File: config.mk
export PLATFORM = sky130hd
export DESIGN_NAME = wdr_bus_watchdog
export DESIGN_NICKNAME = d
export VERILOG_FILES = /design/src/rtl/wdr_pkg.sv /design/src/rtl/wdr_cs_sync.sv /design/src/rtl/wdr_timer.sv /design/src/rtl/wdr_pulse.sv /design/src/rtl/wdr_bus_watchdog.sv
export SDC_FILE = /design/constraint.sdc
export NUM_CORES = 1
export LEC_CHECK = 0
export BUFFER_PORTS_ARGS = -buffer_cell sky130_fd_sc_hd__buf_2
export CAP_MARGIN = 20
export CELL_PAD_IN_SITES_DETAIL_PLACEMENT = 0
export CELL_PAD_IN_SITES_GLOBAL_PLACEMENT = 1
export CORE_ASPECT_RATIO = 0.75
export CORE_MARGIN = 2
export CORE_UTILIZATION = 49
export DETAILED_ROUTE_END_ITERATION = 8
export PLACE_DENSITY_LB_ADDON = 0.3
export SYNTH_ARGS = -nofsm -noshare
export SYNTH_HDL_FRONTEND = slang
export SYNTH_HIERARCHICAL = 1
export SYNTH_SLANG_ARGS = --single-unit
File: constraint.sdc
create_clock -name clk -period 2.53 [get_ports clk]
set_clock_uncertainty 0.15 [all_clocks]
set_input_delay 0.253 -clock clk [delete_from_list [all_inputs] [get_ports clk]]
set_output_delay 0.253 -clock clk [all_outputs]
set_load 0.01 [all_outputs]
File: src/rtl/wdr_pkg.sv
`timescale 1ns/1ps
package wdr_pkg;

    // Interval select codes; the last code turns the timer off.
    typedef enum logic [1:0] {
        WD_SEL_SHORT = 2'd0,
        WD_SEL_MID   = 2'd1,
        WD_SEL_LONG  = 2'd2,
        WD_SEL_OFF   = 2'd3
    } wd_sel_e;

    function automatic int max3(input int a, input int b, input int c);
        int m;
        m = (a > b) ? a : b;
        return (m > c) ? m : c;
    endfunction

endpackage

File: src/rtl/wdr_cs_sync.sv
`timescale 1ns/1ps
// Brings chip select into the clk domain and flags its falling edges.
module wdr_cs_sync #(
    parameter int STAGES = 2
) (
    input  logic clk,
    input  logic rst_n,
    input  logic din,
    output logic fall_o
);
    localparam int LEN = STAGES + 1;

    typedef struct packed {
        logic [LEN-1:0] sh;
    } sync_s;

    sync_s st_d, st_q;

    always_comb begin
        st_d    = st_q;
        st_d.sh = {st_q.sh[LEN-2:0], din};
    end

    always_ff @(posedge clk or negedge rst_n) begin
        if (!rst_n) st_q <= '{sh: '1};
        else        st_q <= st_d;
    end

    // Edge stage is the oldest bit: high before, low now.
    assign fall_o = st_q.sh[LEN-1] & ~st_q.sh[LEN-2];

endmodule

File: src/rtl/wdr_timer.sv
`timescale 1ns/1ps
// Counts quiet cycles and raises a one-cycle trip at the selected limit.
module wdr_timer
    import wdr_pkg::*;
#(
    parameter int TMO_SHORT = 10,
    parameter int TMO_MID   = 20,
    parameter int TMO_LONG  = 40
) (
    input  logic       clk,
    input  logic       rst_n,
    input  logic [1:0] sel,
    input  logic       restart,
    input  logic       hold,
    output logic       trip_o
);
    localparam int TMAX = max3(TMO_SHORT, TMO_MID, TMO_LONG);
    localparam int CW   = $clog2(TMAX + 1);
    localparam logic [CW-1:0] LAST_S = CW'(TMO_SHORT - 1);
    localparam logic [CW-1:0] LAST_M = CW'(TMO_MID - 1);
    localparam logic [CW-1:0] LAST_L = CW'(TMO_LONG - 1);

    typedef struct packed {
        logic [CW-1:0] cnt;
    } tmr_s;

    tmr_s          st_d, st_q;
    logic [CW-1:0] last_w;
    logic          enable_w;
    logic          trip_d;

    always_comb begin
        enable_w = 1'b1;
        last_w   = LAST_S;
        unique case (wd_sel_e'(sel))
            WD_SEL_SHORT: last_w = LAST_S;
            WD_SEL_MID:   last_w = LAST_M;
            WD_SEL_LONG:  last_w = LAST_L;
            WD_SEL_OFF:   enable_w = 1'b0;
            default:      enable_w = 1'b0;
        endcase
    end

    always_comb begin
        st_d   = st_q;
        trip_d = 1'b0;
        if (!enable_w || hold || restart) begin
            st_d.cnt = '0;
        end else if (st_q.cnt >= last_w) begin
            // Compare with >= so that a shorter limit still catches up.
            trip_d   = 1'b1;
            st_d.cnt = '0;
        end else begin
            st_d.cnt = st_q.cnt + 1'b1;
        end
    end

    always_ff @(posedge clk or negedge rst_n) begin
        if (!rst_n) st_q <= '{cnt: '0};
        else        st_q <= st_d;
    end

    assign trip_o = trip_d;

endmodule

File: src/rtl/wdr_pulse.sv
`timescale 1ns/1ps
// Stretches a power-up or a trip into a reset pulse of fixed width.
module wdr_pulse #(
    parameter int PUR_CYCLES = 12,
    parameter int RST_CYCLES = 6
) (
    input  logic clk,
    input  logic rst_n,
    input  logic trip,
    output logic busy_o
);
    localparam int PMAX = (PUR_CYCLES > RST_CYCLES) ? PUR_CYCLES : RST_CYCLES;
    localparam int PW   = $clog2(PMAX + 1);
    localparam logic [PW-1:0] PUR_LD = PW'(PUR_CYCLES - 1);
    localparam logic [PW-1:0] RST_LD = PW'(RST_CYCLES - 1);

    typedef struct packed {
        logic          busy;
        logic [PW-1:0] left;
    } pls_s;

    pls_s st_d, st_q;

    always_comb begin
        st_d = st_q;
        if (st_q.busy) begin
            if (st_q.left == '0) st_d.busy = 1'b0;
            else                 st_d.left = st_q.left - 1'b1;
        end else if (trip) begin
            st_d.busy = 1'b1;
            st_d.left = RST_LD;
        end
    end

    always_ff @(posedge clk or negedge rst_n) begin
        if (!rst_n) st_q <= '{busy: 1'b1, left: PUR_LD};
        else        st_q <= st_d;
    end

    assign busy_o = st_q.busy;

endmodule

File: src/rtl/wdr_bus_watchdog.sv
`timescale 1ns/1ps
// Top: chip-select activity watchdog with open-drain reset output.
module wdr_bus_watchdog #(
    parameter int TMO_SHORT  = 25000,
    parameter int TMO_MID    = 100000,
    parameter int TMO_LONG   = 400000,
    parameter int PUR_CYCLES = 50000,
    parameter int RST_CYCLES = 50000,
    parameter bit ACT_LOW    = 1'b1
) (
    input  logic       clk,
    input  logic       por_n,
    input  logic       cs_n,
    input  logic [1:0] wd_sel,
    output logic       rst_oe,
    output logic       rst_lvl
);
    localparam logic ACT_LVL = ACT_LOW ? 1'b0 : 1'b1;

    logic cs_fall;
    logic tmo_trip;
    logic rst_busy;

    wdr_cs_sync #(
        .STAGES (2)
    ) u_sync (
        .clk    (clk),
        .rst_n  (por_n),
        .din    (cs_n),
        .fall_o (cs_fall)
    );

    wdr_timer #(
        .TMO_SHORT (TMO_SHORT),
        .TMO_MID   (TMO_MID),
        .TMO_LONG  (TMO_LONG)
    ) u_timer (
        .clk     (clk),
        .rst_n   (por_n),
        .sel     (wd_sel),
        .restart (cs_fall),
        .hold    (rst_busy),
        .trip_o  (tmo_trip)
    );

    wdr_pulse #(
        .PUR_CYCLES (PUR_CYCLES),
        .RST_CYCLES (RST_CYCLES)
    ) u_pulse (
        .clk    (clk),
        .rst_n  (por_n),
        .trip   (tmo_trip),
        .busy_o (rst_busy)
    );

    assign rst_oe  = rst_busy;
    assign rst_lvl = ACT_LVL;

endmodule

==> results.toml, run 1 <==
[run_status]
status = "complete, no violations"

[logic_synthesis]
synth_xor_area_share_pct = 6.19
synthMuxAreaShare_pct = 2.92
yosysWarningCount = 6
ys_types = 53
yosys.area_share.simple_pct = 27.0
synthArstFlopShare_pct = 100
synth_top_area_share_pct = 27.1
synth-compound-area-share_pct = 9.47
syn-num-nets = 276
ys_seq_area_share_pct = 41.3
synth_ff_type = "dfrtp_1"
synth-edff-count = 0
yosysTopAreaCell = "dfrtp_1"
synth_cells = 251
avgSynthCellArea_um2 = 9.58
synth_top_family_by_area = "simple AND/OR/NAND/NOR gates"
yosys-top-cells-area = "dfrtp_1, dfstp_2, ha_1, nor2_1, nand2_1"
synthAdderAreaFrac_pct = 10.4
ys_ff_latch = 39
synth_common_cells = "nor2_1, nand2_1, dfrtp_1"
yosysMostFrequentCell = "nor2_1"
syn_area_um2 = 2400

[placement]
dp_hpwl_um = 3700
dp_cells = 333
place_congestion = 0.861
io_buffers = 5

[cts]
cts_tree = "built"
cts_num_sinks = 39
cts_inserted_buffers = 5
cts_root_buffer = "clkbuf_8"
cts_htree_levels = 2
ctsLongestPathBuffers = 2
clk_latency_ns = 0.29
clkTransAtPathRegs_ns = 0.07

[setup_path]
path_delay_family = "compound AO/OA/AOI/OAI gates"
critPathMaxStageDelay_ns = 0.28
worst-path-buf-inv = 5
crit_start = "wd_sel[0]"
cp.arrival_ns = 2.42
path_cells = "buf_2 -> inv_1 -> ha_1 -> inv_1 -> ha_1 -> buf_4 -> and4_1 -> a221oi_2 -> a31oi_2 -> nor2b_1 -> buf_4 -> a311oi_1 -> a31oi_1"
worstSetupStartpointType = "primary input"
crit_path_end_kind = "register"
rr_startpoint = "u_timer/st_q[18]"
criticalPathCategory = "primary input to register"
cp_max_fo = 6
worst_ep_required_time_ns = 2.59
cpMaxStageDelayCell = "ha_1"

[drt]
drtAntennaViolNets = 0
drt-wirelength-per-cell_um = 14.5
first_iter_violations = 131
num_vias = 1893
via_per_inst = 5.50
drt_first_pass_iters = 6
drt_wl_total_um = 4990
drcViolationCount = 0

[cells_and_area]
n_fill_cell = 432
instances_no_fill = 344
nets = 308
area_growth_pct = 16.5
antennaDiodeCount = 0
drive_above_1_share_pct = 22.5

[floorplanning]
pin_count = 7
initial_core_util_pct = 49.9
die_x_um = 84.9
die_h_um = 64.7
dieArea_um2 = 5490
fp-row-count = 22
core_area_um2 = 4820

[sta]
setup_viol = 0
fmax_mhz = 424
fin_crit_ns = 2.36
tightest_slew_ns = 0.853
post-route-period-util_pct = 93.2
rsz0062_at_grt = "false"
finalMaxSlewViolations = 0
relSlewSlack_pct = 43.2
final_hold_viol_count = 0

[global_route]
antenna_found_initial = 0
grt_pass1_vias = 1698
grt.total_usage_pct = 19.6
grt_max_degree = 40
grt_overflow = 0
grt_pass1_wl_um = 8380

[job]
cap_violations = 0

[power_and_ir_drop]
power.total_uw = 1110
power.leakage_uw = 0.00118
powerDensity_nw_per_um2 = 395
irDropWorstVdd_mv = 0.291

[worst_hold_path]
hp-class = "register to register"
hold_path_startpoint = "u_sync/st_q[0]"
[cell type report]
cell class | instances | area (um^2) | area share, %
clock buffer | 7 | 76.3 | 2.73
clock inverter | 1 | 5.00 | 0.179
inverter | 9 | 33.8 | 1.21
multi-input combinational | 197 | 1380 | 49.3
sequential | 39 | 992 | 35.4
tap | 60 | 75.1 | 2.68
timing repair buffer | 31 | 238 | 8.49
[metrics by stage]
step	worst slack, ns	instance area [um^2]	hold slack, ns	util, %	setup TNS, ns
after global routing	0.00359	2800	0.220	58.1	0
after floorplan	0.00472	2400	-0.193	-	0
after global placement	-0.146	2660	0.198	55.2	-1.09
after CTS	0.116	2760	0.219	57.3	0
final	0.172	2800	0.215	58.1	0
after detailed placement	-0.183	2660	0.208	55.2	-1.43
[cells in the final DEF, fill, tap and decap left out, types with 2 or more instances in the layout]
cell,instances
a31oi_1,4
nand2b_1,2
nor4_1,6
mux2i_1,7
nor3_1,6
o21ai_1,4
xor2_1,7
o21ai_0,5
ha_1,19
clkbuf_8,5
dfstp_2,13
dfrtp_1,26
nand3_1,10
inv_1,9
o211ai_1,2
nand2_1,27
xnor2_1,10
nand4_1,6
nor2_1,31
buf_2,5
clkbuf_1,2
and4_1,2
dlygate4sd3_1,2
or3_1,2
or4_4,2
or4_1,2
buf_4,23
a21oi_1,12
and3_1,3
nor4_2,2
[power breakdown]
part | total (uW) | internal [uW] | switching [uW]
clock network | 403 | 194 | 210
registers | 633 | 630 | 3.47
logic | 69.3 | 30.0 | 39.3
[kinds of logic after synthesis]
family | after synthesis
buf+inv | 15
xor+xnor | 17
flops | 39
simple gates | 115
other cells | 1
compound gates | 37
fa+ha+maj | 20
mux | 7
[worst reg2reg max path, stage by stage (launching register included)]
cell and delay (ns):
dfrtp_1 0.40, ha_1 0.31, buf_4 0.15, and4_1 0.20
a221oi_2 0.28, a31oi_2 0.15, nor2b_1 0.15, buf_4 0.16
a311oi_1 0.25, a31oi_1 0.07
[registers in the layout, summed over array words and instances, names as in the netlist]
signal          count
u_pulse/st_q       16
u_sync/st_q         3
u_timer/st_q       19
u_pulse/busy_o      1
[final timing paths]
kind	slack, ns	end	cells after the start
hold reg to reg	0.21	u_sync/st_q[1]	0
setup reg to reg	0.18	u_pulse/st_q[8]	9
min in group asynchronous	0.46	u_timer/st_q[4]	2
hold / removal	0.21	u_sync/st_q[1]	0
max in group asynchronous	1.24	u_pulse/st_q[11]	2
setup / recovery	0.17	u_pulse/st_q[8]	13
[routing by layer]
metal / track usage (%) / part of all wire, % / vias to the layer above
met5: 0 / 0 / -
met4: 4.76 / 0.92 / 0
met3: 4.84 / 6.4 / 6
met2: 25.0 / 38 / 44
met1: 32.1 / 55 / 875
li1: - / - / 968
[timing repair]
item,CTS,global route
resized for setup,0,6
hold endpoints to repair,27,0
setup buffers,0,1
endpoints found under the setup margin,0,7
hold buffers,2,0
Note: power is estimated with default switching activity, not from simulation.
==> inputs of run 2 (changes only) <==
Settings changed: SETUP_SLACK_MARGIN set to 0.4.
==> results.toml, run 2 (same netlist as run 1, synthesis figures left out) <==
[global_route]
grt_pass1_wl_um = 9260
grt_overflow = 0
grt.total_usage_pct = 21.8
grt_pass1_vias = 1914
antenna_found_initial = 0
grt_max_degree = 40

[power_and_ir_drop]
powerDensity_nw_per_um2 = 416
comb_power_share_pct = 6.8
irDropWorstVdd_mv = 0.311
p_int_uw = 963
clockPowerShare_pct = 42.8
p_switching_uw = 295
power.leakage_uw = 0.00120
seqPwrFrac_pct = 50.4
switching_share_pct = 23.5

[cts]
clkTransAtPathRegs_ns = 0.09
clk_latency_ns = 0.31
cts_tree = "built"
ctsLongestPathBuffers = 2
cts_root_buffer = "clkbuf_8"
cts_htree_levels = 2
cts_num_sinks = 39
cts_inserted_buffers = 5

[worst_hold_path]
hp-class = "register to register"

[cells_and_area]
antennaDiodeCount = 0
largest_reg_flops = 19
final_cell_mix = "nor2_1, nand2_1, buf_4"
final_area_um2 = 3020
reg_top3 = "u_timer/st_q: 19 flops, u_pulse/st_q: 16 flops, u_sync/st_q: 3 flops"
final_common_cell = "nor2_1"
area_growth_pct = 25.8
instances_no_fill = 345
regMostFlops = "u_timer/st_q"
n_fill_cell = 391
nets = 309
drive_above_1_share_pct = 34.0

[sta]
post-route-period-util_pct = 89.2
fmax_mhz = 443
setup_viol = 0
fin_crit_ns = 2.26
finalMaxSlewViolations = 0
rsz0062_at_grt = "true"
final_hold_viol_count = 0
holdWs_ns = 0.210
tightest_slew_ns = 0.855
relSlewSlack_pct = 43.0

[setup_path]
r2r-end = "u_pulse/st_q[2]"
worst-path-buf-inv = 1
path_cells = "ha_4 -> a21oi_2 -> o21ai_2 -> a221oi_2 -> a31oi_2 -> nor2b_1 -> buf_4 -> a21oi_2 -> a21bo_2"
cp_max_fo = 6
crit_path_end_kind = "register"
r2r_slack_ns = 0.27
worstSetupStartpointType = "register"
crit_start = "u_timer/st_q[12]"
worst_ep_required_time_ns = 2.61
path_delay_family = "compound AO/OA/AOI/OAI gates"
criticalPathCategory = "register to register"
critPathMaxStageDelay_ns = 0.46
ff2ff_path_depth = 9
cpMaxStageDelayCell = "dfrtp_2"
rr_startpoint = "u_timer/st_q[12]"
critPathCapture = "u_pulse/st_q[2]"
crit_cells = 9
cp.arrival_ns = 2.34
cp_common_cell = "a21oi_2"

[job]
cap_violations = 0

[drt]
drtAntennaViolNets = 0
drcViolationCount = 0
drt-wirelength-per-cell_um = 15.7
num_vias = 1945
drt_first_pass_iters = 4
first_iter_violations = 132
via_per_inst = 5.64
drt_wl_total_um = 5420

[floorplanning]
core_area_um2 = 4820
die_x_um = 84.9
die_h_um = 64.7
pin_count = 7
dieArea_um2 = 5490
fp-row-count = 22
initial_core_util_pct = 49.9

[placement]
io_buffers = 5
dp_cells = 320
place_congestion = 0.830
placed_area_um2 = 2650
dp_hpwl_um = 3700

[run_status]
status = "complete, no violations"
run 2: changes by cell type in the layout (fill, tap and decap cells not counted), moves of 4 or more:
cell,previous run,this run
a21oi_1,12,6
dfrtp_1,26,18
dfrtp_2,0,8
ha_4,1,8
a21oi_2,0,6
ha_1,19,12
inv_1,9,5
run 2: stage by stage:
stage,power (uW),utilization [%],setup TNS (ns),setup slack [ns]
6_report,1260,62.8,0,0.272
5_1_grt,1310,62.8,0,0.183
4_1_cts,1270,61.1,0,0.352
3_5_place_dp,719,54.9,-0.314,-0.108
3_3_place_gp,717,54.9,-0.0951,-0.0543
2_1_floorplan,686,-,0,0.311
run 2: how the worst min path moves through the flow:
stage	start	end	slack [ns]	cells after the start
after floorplan	por_n	u_pulse/st_q[10]	-0.19	0
final	u_sync/st_q[0]	u_sync/st_q[1]	0.21	0
after global placement	u_sync/st_q[0]	u_sync/st_q[1]	0.20	0
after global routing	u_sync/st_q[0]	u_sync/st_q[1]	0.22	0
after CTS	u_sync/st_q[0]	u_sync/st_q[1]	0.21	0
after detailed placement	u_sync/st_q[0]	u_sync/st_q[1]	0.20	0
run 2: cell type report:
class / instances / area [um^2] / area share (%)
multi-input cells: 197 / 1530 / 50.4
flip-flops and latches: 39 / 1000 / 33.1
repair buffers: 32 / 255 / 8.44
well taps: 60 / 75.1 / 2.48
clock buffers: 5 / 68.8 / 2.28
inverters: 9 / 51.3 / 1.70
clock inverters: 3 / 46.3 / 1.53
run 2: per-layer routing:
metal / up-vias / GRT usage, % / share of wire (%)
li1: 974 / - / -
met1: 933 / 34.2 / 55
met2: 32 / 29.7 / 40
met3: 6 / 4.97 / 3.4
met4: 0 / 6.35 / 1.1
met5: - / 0 / 0
run 2: worst register-to-register path, cell delays in order, from the launching register on:
cell      delay (ns)
dfrtp_2         0.46
ha_4            0.24
a21oi_2         0.16
o21ai_2         0.07
a221oi_2        0.33
a31oi_2         0.16
nor2b_1         0.15
buf_4           0.15
a21oi_2         0.09
a21bo_2         0.22
run 2: power groups by stage:
stage / logic [uW] / clock network, uW / registers (uW)
3_3_place_gp: 72.5 / 0 / 645
4_1_cts: 86.1 / 553 / 633
6_report: 86.1 / 539 / 634
3_5_place_dp: 74.6 / 0 / 645
5_1_grt: 96.7 / 575 / 635
2_1_floorplan: 41.9 / 0 / 644
run 2: what timing repair did:
action	4_1_cts	5_1_grt
pin swaps	9	2
gates resized for setup	23	8
setup buffers	8	7
endpoints found under the hold margin	27	0
hold buffers	2	0
setup endpoints to repair	14	15
